--- src/rtl/lane_tx_pkg.sv ---
package lane_tx_pkg;
    localparam int WORD_W    = 32;
    localparam int LANES     = WORD_W;
    localparam int CNT_W     = $clog2(WORD_W / 2) + 1;
    localparam int SH_W      = $clog2(WORD_W) + 1;
    localparam int CLK_LANES = 4;
    localparam int EDGES     = 2;
    localparam int MAX_CODE  = 4;

    typedef logic [2:0] wcode_t;

    // word being serialised: remaining bits, beats still owed, kind
    typedef struct packed {
        logic [WORD_W-1:0] rest;
        logic [CNT_W-1:0]  left;
        logic              is_ctl;
    } seg_t;

    typedef struct packed {
        seg_t             seg;
        logic [LANES-1:0] rise;
        logic [LANES-1:0] fall;
        logic             ctl_r;
        logic             ctl_f;
    } tx_state_t;
endpackage

--- src/rtl/lane_tx_cfg.sv ---
module lane_tx_cfg
    import lane_tx_pkg::*;
(
    input  logic                 clk,
    input  logic                 rst_n,
    input  wcode_t               width_code,
    output wcode_t               code_q,
    output logic [SH_W-1:0]      shamt,
    output logic [CNT_W-1:0]     beats_m1,
    output logic [LANES-1:0]     lane_mask,
    output logic [CLK_LANES-1:0] clk_en
);
    localparam int LANES_PER_CLK = LANES / CLK_LANES;

    wcode_t code_d;
    wcode_t eff;

    always_comb begin
        code_d = rst_n ? code_q : width_code;
    end

    always_ff @(posedge clk) begin
        code_q <= code_d;
    end

    always_comb begin
        eff      = (int'(code_q) <= MAX_CODE) ? code_q : wcode_t'(0);
        shamt    = SH_W'(2 << eff);
        beats_m1 = CNT_W'((WORD_W >> (int'(eff) + 1)) - 1);
        for (int i = 0; i < LANES; i++) begin
            lane_mask[i] = (i < int'(shamt));
        end
        for (int k = 0; k < CLK_LANES; k++) begin
            clk_en[k] = (int'(shamt) > k * LANES_PER_CLK);
        end
    end
endmodule

--- src/rtl/lane_tx_slice.sv ---
module lane_tx_slice
    import lane_tx_pkg::*;
(
    input  seg_t              seg_in,
    input  logic              ctl_avail,
    input  logic              data_avail,
    input  logic [WORD_W-1:0] ctl_word,
    input  logic [WORD_W-1:0] data_word,
    input  logic [SH_W-1:0]   shamt,
    input  logic [CNT_W-1:0]  beats_m1,
    input  logic [LANES-1:0]  lane_mask,
    output logic [LANES-1:0]  beat,
    output logic              beat_ctl,
    output seg_t              seg_out,
    output logic              take_ctl,
    output logic              take_data
);
    logic [WORD_W-1:0] src;
    logic              src_ctl;
    logic              fresh;

    always_comb begin
        take_ctl  = 1'b0;
        take_data = 1'b0;
        fresh     = 1'b0;
        src       = seg_in.rest;
        src_ctl   = seg_in.is_ctl;
        if (seg_in.left == '0) begin
            if (ctl_avail) begin
                take_ctl = 1'b1;
                fresh    = 1'b1;
                src      = ctl_word;
                src_ctl  = 1'b1;
            end else if (data_avail) begin
                take_data = 1'b1;
                fresh     = 1'b1;
                src       = data_word;
                src_ctl   = 1'b0;
            end else begin
                src     = '0;
                src_ctl = 1'b1;
            end
        end
        beat           = src & lane_mask;
        beat_ctl       = src_ctl;
        seg_out.rest   = src >> shamt;
        seg_out.is_ctl = src_ctl;
        if (fresh) begin
            seg_out.left = beats_m1;
        end else if (seg_in.left != '0) begin
            seg_out.left = seg_in.left - 1'b1;
        end else begin
            seg_out.left = '0;
        end
    end
endmodule

--- src/rtl/lane_tx_framer.sv ---
module lane_tx_framer
    import lane_tx_pkg::*;
(
    input  logic                 clk,
    input  logic                 rst_n,
    input  logic [2:0]           width_code,
    input  logic                 ctl_valid,
    input  logic [31:0]          ctl_word,
    output logic                 ctl_ready,
    input  logic                 data_valid,
    input  logic [31:0]          data_word,
    output logic                 data_ready,
    output logic [31:0]          lane_rise,
    output logic [31:0]          lane_fall,
    output logic                 ctl_rise,
    output logic                 ctl_fall,
    output logic [3:0]           clk_en
);
    localparam tx_state_t ST_IDLE = '{
        seg:   '{rest: '0, left: '0, is_ctl: 1'b1},
        rise:  '0,
        fall:  '0,
        ctl_r: 1'b1,
        ctl_f: 1'b1
    };

    wcode_t           cfg_code;
    logic [SH_W-1:0]  shamt;
    logic [CNT_W-1:0] beats_m1;
    logic [LANES-1:0] lane_mask;

    tx_state_t st_d, st_q;

    seg_t             seg_chain [EDGES+1];
    logic [LANES-1:0] beat_v    [EDGES];
    logic             beat_c    [EDGES];
    logic             tc        [EDGES];
    logic             td        [EDGES];
    logic             ca        [EDGES];
    logic             da        [EDGES];

    lane_tx_cfg u_cfg (
        .clk        (clk),
        .rst_n      (rst_n),
        .width_code (width_code),
        .code_q     (cfg_code),
        .shamt      (shamt),
        .beats_m1   (beats_m1),
        .lane_mask  (lane_mask),
        .clk_en     (clk_en)
    );

    assign seg_chain[0] = st_q.seg;

    // one slicer per clock edge; each edge sees only the streams the
    // earlier edge left untouched
    for (genvar e = 0; e < EDGES; e++) begin : g_edge
        if (e == 0) begin : g_first
            assign ca[e] = ctl_valid & rst_n;
            assign da[e] = data_valid & rst_n;
        end else begin : g_next
            assign ca[e] = ca[e-1] & ~tc[e-1];
            assign da[e] = da[e-1] & ~td[e-1];
        end
        lane_tx_slice u_slice (
            .seg_in     (seg_chain[e]),
            .ctl_avail  (ca[e]),
            .data_avail (da[e]),
            .ctl_word   (ctl_word),
            .data_word  (data_word),
            .shamt      (shamt),
            .beats_m1   (beats_m1),
            .lane_mask  (lane_mask),
            .beat       (beat_v[e]),
            .beat_ctl   (beat_c[e]),
            .seg_out    (seg_chain[e+1]),
            .take_ctl   (tc[e]),
            .take_data  (td[e])
        );
    end

    always_comb begin
        st_d       = st_q;
        st_d.seg   = seg_chain[EDGES];
        st_d.rise  = beat_v[0];
        st_d.fall  = beat_v[EDGES-1];
        st_d.ctl_r = beat_c[0];
        st_d.ctl_f = beat_c[EDGES-1];
        ctl_ready  = 1'b0;
        data_ready = 1'b0;
        for (int e = 0; e < EDGES; e++) begin
            ctl_ready  = ctl_ready | tc[e];
            data_ready = data_ready | td[e];
        end
    end

    always_ff @(posedge clk) begin
        if (!rst_n) begin
            st_q <= ST_IDLE;
        end else begin
            st_q <= st_d;
        end
    end

    assign lane_rise = st_q.rise;
    assign lane_fall = st_q.fall;
    assign ctl_rise  = st_q.ctl_r;
    assign ctl_fall  = st_q.ctl_f;
endmodule

--- config.mk ---
export PLATFORM = sky130hd
export DESIGN_NAME = lane_tx_framer
export DESIGN_NICKNAME = d
export VERILOG_FILES = /design/src/rtl/lane_tx_pkg.sv /design/src/rtl/lane_tx_cfg.sv /design/src/rtl/lane_tx_slice.sv /design/src/rtl/lane_tx_framer.sv
export SDC_FILE = /design/constraint.sdc
export NUM_CORES = 1
export LEC_CHECK = 0
export ABC_AREA = 1
export ABC_CLOCK_PERIOD_IN_PS = 4600
export BUFFER_PORTS_ARGS = -buffer_cell sky130_fd_sc_hd__buf_2
export CORE_ASPECT_RATIO = 2
export CORE_MARGIN = 2
export CORE_UTILIZATION = 50
export DETAILED_ROUTE_END_ITERATION = 7
export HOLD_SLACK_MARGIN = 0.02
export PLACE_DENSITY = 0.77
export SLEW_MARGIN = 20
export SYNTH_ARGS = -nofsm -noshare
export SYNTH_HDL_FRONTEND = slang
export SYNTH_HIERARCHICAL = 1
export SYNTH_SLANG_ARGS = --single-unit
--- constraint.sdc ---
create_clock -name clk -period 4.6 [get_ports clk]
set_input_delay 0.92 -clock clk [delete_from_list [all_inputs] [get_ports clk]]
set_output_delay 0.92 -clock clk [all_outputs]
set_load 0.03 [all_outputs]
==> run metrics, run 1 <==
synthesized cell area between 0.009 and 0.01 mm^2; total power 6.422 mW; post-DP HPWL 32.23 mm; initial DRC count between 1000 and 1500; routed via count 11440; mean post-synth cell area a little under 6 um^2; Global Route Usage Sum a little over two fifths; final hold violation count 0; RR Startpoint seg_chain[77]$_SDFF_PN0_; status finished, final reports clean; Die Ht 199.6 um; # nets final 1772; Seq cells post-synth between 100 and 150; Routed Antenna Nets 0; initial antenna violation count 1; vias in the first global route 10830; CTS root buf clkbuf_16; die area between 0.02 and 0.025 mm^2; unique cell type count in the Yosys netlist 33; grt ovf 0; unrepaired setup endpoints after global routing false; first-pass GRT wire length approximately 63 mm; DRC Markers 0; Synth-to-Final Area Change 8.360%; crit share post-route just under 90%; Initial Utilization roughly half; register area share after synthesis a little under a quarter; fill count about 2100; Reg2Reg Setup Slack 0.67 ns; critical path launch point type primary input; # hold bufs at CTS 0; FP Rows between 70 and 80; Synth Warn # 6; port bufs between 100 and 150; commonest non-fill, non-tap cell in the layout nand3_1; Slew Viols, Final 0; IR drop worst, VDD about 320 uV; post-CTS resize count 0; CTS clk-pin slew, worst paths approximately 0.080 ns; Setup CP Type in -> out; largest net degree at the start of global routing 69; final wirelength 42.46 mm; setup bufs post-CTS 0; GP Congestion 1.109; Hold Crit Start seg_chain[76]$_SDFF_PN1_; post-DR wirelength/cell 21.67 um; CP arrival 3.11 ns; CP required between 3 and 4 ns; PD cells 619.7 mW/mm^2; Hold Path Depth 4; Max FO, Critical Path 32; Vias/cell slightly below 6; LEAKAGE 6.248 nW; H-tree levels 3; setup ws final roughly 0.57 ns; Hold Slack approximately 0.57 ns; die width just over 100 um; I/O pin count 143; layout cells sized above 1 between 15 and 20%; FF+latch area between 0.002 and 0.0025 mm^2; Worst R2R Path Depth 17; Finish-stage setup viols 0; CP endpoint kind output port; Slew Limit Headroom between 20% and 30%; core area roughly 0.019 mm^2; clk_skew 0.01150 ns; crit path time final between 4 and 5 ns; footprint of the multi-input gates approximately 0.0058 mm^2; Max Cap Viol 0; Setup TNS 0 ns; CTS tree yes; HP Class reg -> reg; slew of the pin with the lowest slew margin 1.158 ns; Highest Clock Rate 248.1 MHz; Syn Inst Count about 1600; CTS buffer count 9; clock buffer depth 2; Sink Count between 100 and 150; CP startpoint rst_n; most frequent cells in the layout nand3_1, nand2_1, inv_1, buf_2, dfxtp_1; first drt pass iteration count 7; DP Worst Slack roughly 0.56 ns; worst skew pair latency ~0.38 ns
-- synthesized netlist by cell type --
library cell / n / area share (%)
and3_1: 66 / 4.3
nand3_2: 33 / 3.5
clkbuf_1: 28 / 1.1
buf_1: 4 / 0.16
inv_1: 209 / 8.2
dfxtp_1: 104 / 22
nor2_1: 48 / 1.9
edfxtp_1: 3 / 0.94
nor2_4: 2 / 0.24
nand2_1: 408 / 16
nor4_1: 2 / 0.13
buf_8: 1 / 0.16
nor2_8: 2 / 0.42
nand2_2: 45 / 2.9
ha_1: 2 / 0.26
xor2_1: 2 / 0.18
buf_4: 26 / 2.0
o21ai_1: 14 / 0.73
nand3_1: 478 / 25
buf_12: 2 / 0.42
a21oi_1: 2 / 0.10
buf_6: 14 / 1.6
nand3b_4: 2 / 0.42
o21ai_0: 55 / 2.9
nor3_1: 9 / 0.47
or2_2: 2 / 0.13
xnor2_1: 2 / 0.18
clkinv_1: 2 / 0.079
nand2_4: 2 / 0.24
conb_1: 2 / 0.079
inv_2: 12 / 0.47
buf_2: 46 / 2.4
o22ai_1: 8 / 0.52
-- area by class of cell --
| cell class | count | share of cell area [%] |
|---|---|---|
| well taps | 255 | 3.079 |
| flip-flops and latches | 107 | 20.96 |
| multi-input cells | 1189 | 56.19 |
| clock buffers | 11 | 2.246 |
| repair buffers | 169 | 8.982 |
| diodes | 1 | 0.02415 |
| inverters | 223 | 8.077 |
| clock inverters | 5 | 0.4467 |
-- per-layer routing --
metal	vias to the layer above	global-route usage, %	share of wire, %
li1	5399	-	-
met1	5184	39.75	31
met2	640	73.12	49
met3	221	7.170	6.4
met4	0	46.70	14
met5	-	0	0
-- final timing paths --
| kind | to |
|---|---|
| setup / recovery | data_ready |
| hold / removal | ctl_rise$_SDFF_PN1_ |
| setup reg to reg | seg_chain[94]$_SDFF_PN0_ |
| hold reg to reg | ctl_rise$_SDFF_PN1_ |
-- stage by stage --
stage	cells	util [%]	instance area [um^2]
after global routing	1960	55.29	10360
final	1960	55.29	10360
after floorplan	1640	-	9575
after CTS	1959	55.28	10360
after detailed placement	1943	53.79	10080
after global placement	1943	53.79	10080
-- flip-flops by register name (all words and copies together), names as in the netlist --
name	flops
ctl_rise	1
lane_fall	32
seg_chain	38
lane_rise	32
u_cfg/code_q	3
ctl_fall	1
-- logic make-up after synthesis --
| kind of cell | count (synthesis) | synth area share (%) |
|---|---|---|
| other | 2 | 0.07852 |
| AO/OA/AOI/OAI | 79 | 4.239 |
| XOR/XNOR | 4 | 0.3664 |
| AND/OR/NAND/NOR | 1099 | 55.66 |
| flip-flops | 107 | 22.71 |
| buffers and inverters | 344 | 16.68 |
| adder cells (fa/ha/maj) | 2 | 0.2616 |
-- critical path, stage by stage --
cell	delay, ns
buf_4	0.10
nand2_1	0.07
inv_1	0.07
buf_4	0.34
inv_1	0.14
nor3_1	0.43
nor2_2	0.08
buf_4	0.26
inv_1	0.16
nor3_1	0.07
or2_2	0.28
buf_2	0.18
-- report_power, final --
part | internal, mW | switching, mW
clock | 0.379 | 0.397
sequential | 1.10 | 0.0621
combinational | 1.24 | 3.25
total | 2.72 | 3.71
No activity file was read; power rests on OpenSTA's default activity.
==> inputs of run 2 (changes only) <==
- CORE_MARGIN: 2 -> 3
==> run metrics, run 2 (synthesis gave the netlist of run 1 again) <==
die width roughly 100 um; CP required about 3.7 ns; port bufs about 140; DP Worst Slack 0.5200 ns; Slew Limit Headroom roughly 28%; setup ws final approximately 0.49 ns; Cell Count Post-Placement between 1500 and 2000; RR Startpoint seg_chain[77]$_SDFF_PN0_; CP endpoint kind output port; Sink Count ~110; final wirelength between 40 and 50 mm; CP arrival 3.19 ns; DRC Markers 0; PD cells ~630 mW/mm^2; critical path launch point type register; routed via count roughly 11000; CTS tree yes; Hold Crit Start seg_chain[76]$_SDFF_PN1_; fill count 2030; # nets final approximately 1800; H-tree levels 3; CP startpoint seg_chain[77]$_SDFF_PN0_; LEAKAGE approximately 6.3 nW; CTS root buf clkbuf_16; Worst R2R Path Depth 19; initial DRC count just under 1000; CTS buffer count 9; crit path time final approximately 4 ns; crit share post-route approximately 90%; Max Cap Viol 0; total power 6.592 mW; Vias/cell just under 6; Finish-stage setup viols 0; # hold bufs at CTS 0; CTS clk-pin slew, worst paths ~0.08 ns; core area between 0.015 and 0.02 mm^2; post-DP HPWL between 30 and 40 mm; I/O pin count 143; layout cells sized above 1 16.94%; Setup TNS 0 ns; grt ovf 0; unrepaired setup endpoints after global routing false; vias in the first global route about 11000; post-CTS resize count 0; clk_skew ~0.0091 ns; GP Congestion 1.037; post-DR wirelength/cell roughly 21 um; setup bufs post-CTS 0; Final Non-Filler Cells between 1500 and 2000; commonest non-fill, non-tap cell in the layout nand3_1; slew of the pin with the lowest slew margin ~1.1 ns; final hold violation count 0; largest net degree at the start of global routing 72; IR drop worst, VDD just over 300 uV; Global Route Usage Sum 39.82%; initial antenna violation count 1; first drt pass iteration count 6; status finished, final reports clean; Reg2Reg Setup Slack 0.82 ns; crit path to data_ready; most frequent cells in the layout nand3_1, nand2_1, inv_1, buf_2, dfxtp_1; R2R Path End seg_chain[85]$_SDFF_PN0_; Initial Utilization between 50% and 60%; Max FO, Critical Path 27; max reg flops 38; Die Ht 201.6 um; die area 0.02092 mm^2; Synth-to-Final Area Change 9.001%; Slew Viols, Final 0; HP Class reg -> reg; worst skew pair latency 0.37 ns; Highest Clock Rate around 240 MHz; Hold Slack between 0.5 and 0.6 ns; clock buffer depth 2; FP Rows between 70 and 80; Setup CP Type reg -> out; first-pass GRT wire length roughly 63 mm; Routed Antenna Nets 0
==> run 2: worst min path at each step <==
stage | cells after the start | slack (ns) | to
6_report | 4 | 0.58 | ctl_rise$_SDFF_PN1_
5_1_grt | 4 | 0.61 | ctl_rise$_SDFF_PN1_
2_1_floorplan | 4 | 0.52 | ctl_rise$_SDFF_PN1_
4_1_cts | 4 | 0.58 | ctl_rise$_SDFF_PN1_
3_3_place_gp | 4 | 0.55 | ctl_rise$_SDFF_PN1_
3_5_place_dp | 4 | 0.55 | ctl_rise$_SDFF_PN1_
==> run 2: layout make-up <==
cell class | count | area, um^2 | share of cell area, %
Tap cell | 255 | 319.1 | 3.060
Multi-Input combinational cell | 1189 | 5823 | 55.86
Antenna cell | 1 | 2.502 | 0.02400
Sequential cell | 107 | 2172 | 20.84
Inverter | 223 | 837.1 | 8.029
Clock inverter | 7 | 100.1 | 0.9602
Timing Repair Buffer | 171 | 945.9 | 9.073
Clock buffer | 9 | 225.2 | 2.160
==> run 2: routing by layer <==
metal | track usage (%) | part of all wire, % | vias to the layer above | wire length, um
li1 | - | - | 5410 | -
met1 | 35.99 | 31 | 5174 | 12930
met2 | 69.45 | 49 | 649 | 20670
met3 | 7.640 | 6.7 | 213 | 2824
met4 | 44.46 | 13 | 0 | 5634
met5 | 0 | 0 | - | 0
==> run 2: through the flow <==
step           utilization (%)  instance area, um^2
4_1_cts                  55.34                10420
6_report                 55.35                10430
2_1_floorplan                -                 9575
5_1_grt                  55.35                10430
3_3_place_gp             53.61                10100
3_5_place_dp             53.61                10100
==> run 2: critical path: stages (launching register included) <==
cell and delay (ns):
dfxtp_1 0.32, inv_1 0.07, ha_1 0.30, nand2_4 0.10, nor2_8 0.20, buf_4 0.38, o22ai_1 0.17, inv_1 0.10
ha_1 0.32, nand3b_4 0.28, nor3_1 0.23, or2_2 0.14, buf_2 0.19
==> run 2: power breakdown <==
part / switching [mW] / internal (mW)
Combinational: 3.30 / 1.26
Sequential: 0.0571 / 1.10
Clock: 0.395 / 0.484
Total: 3.75 / 2.84
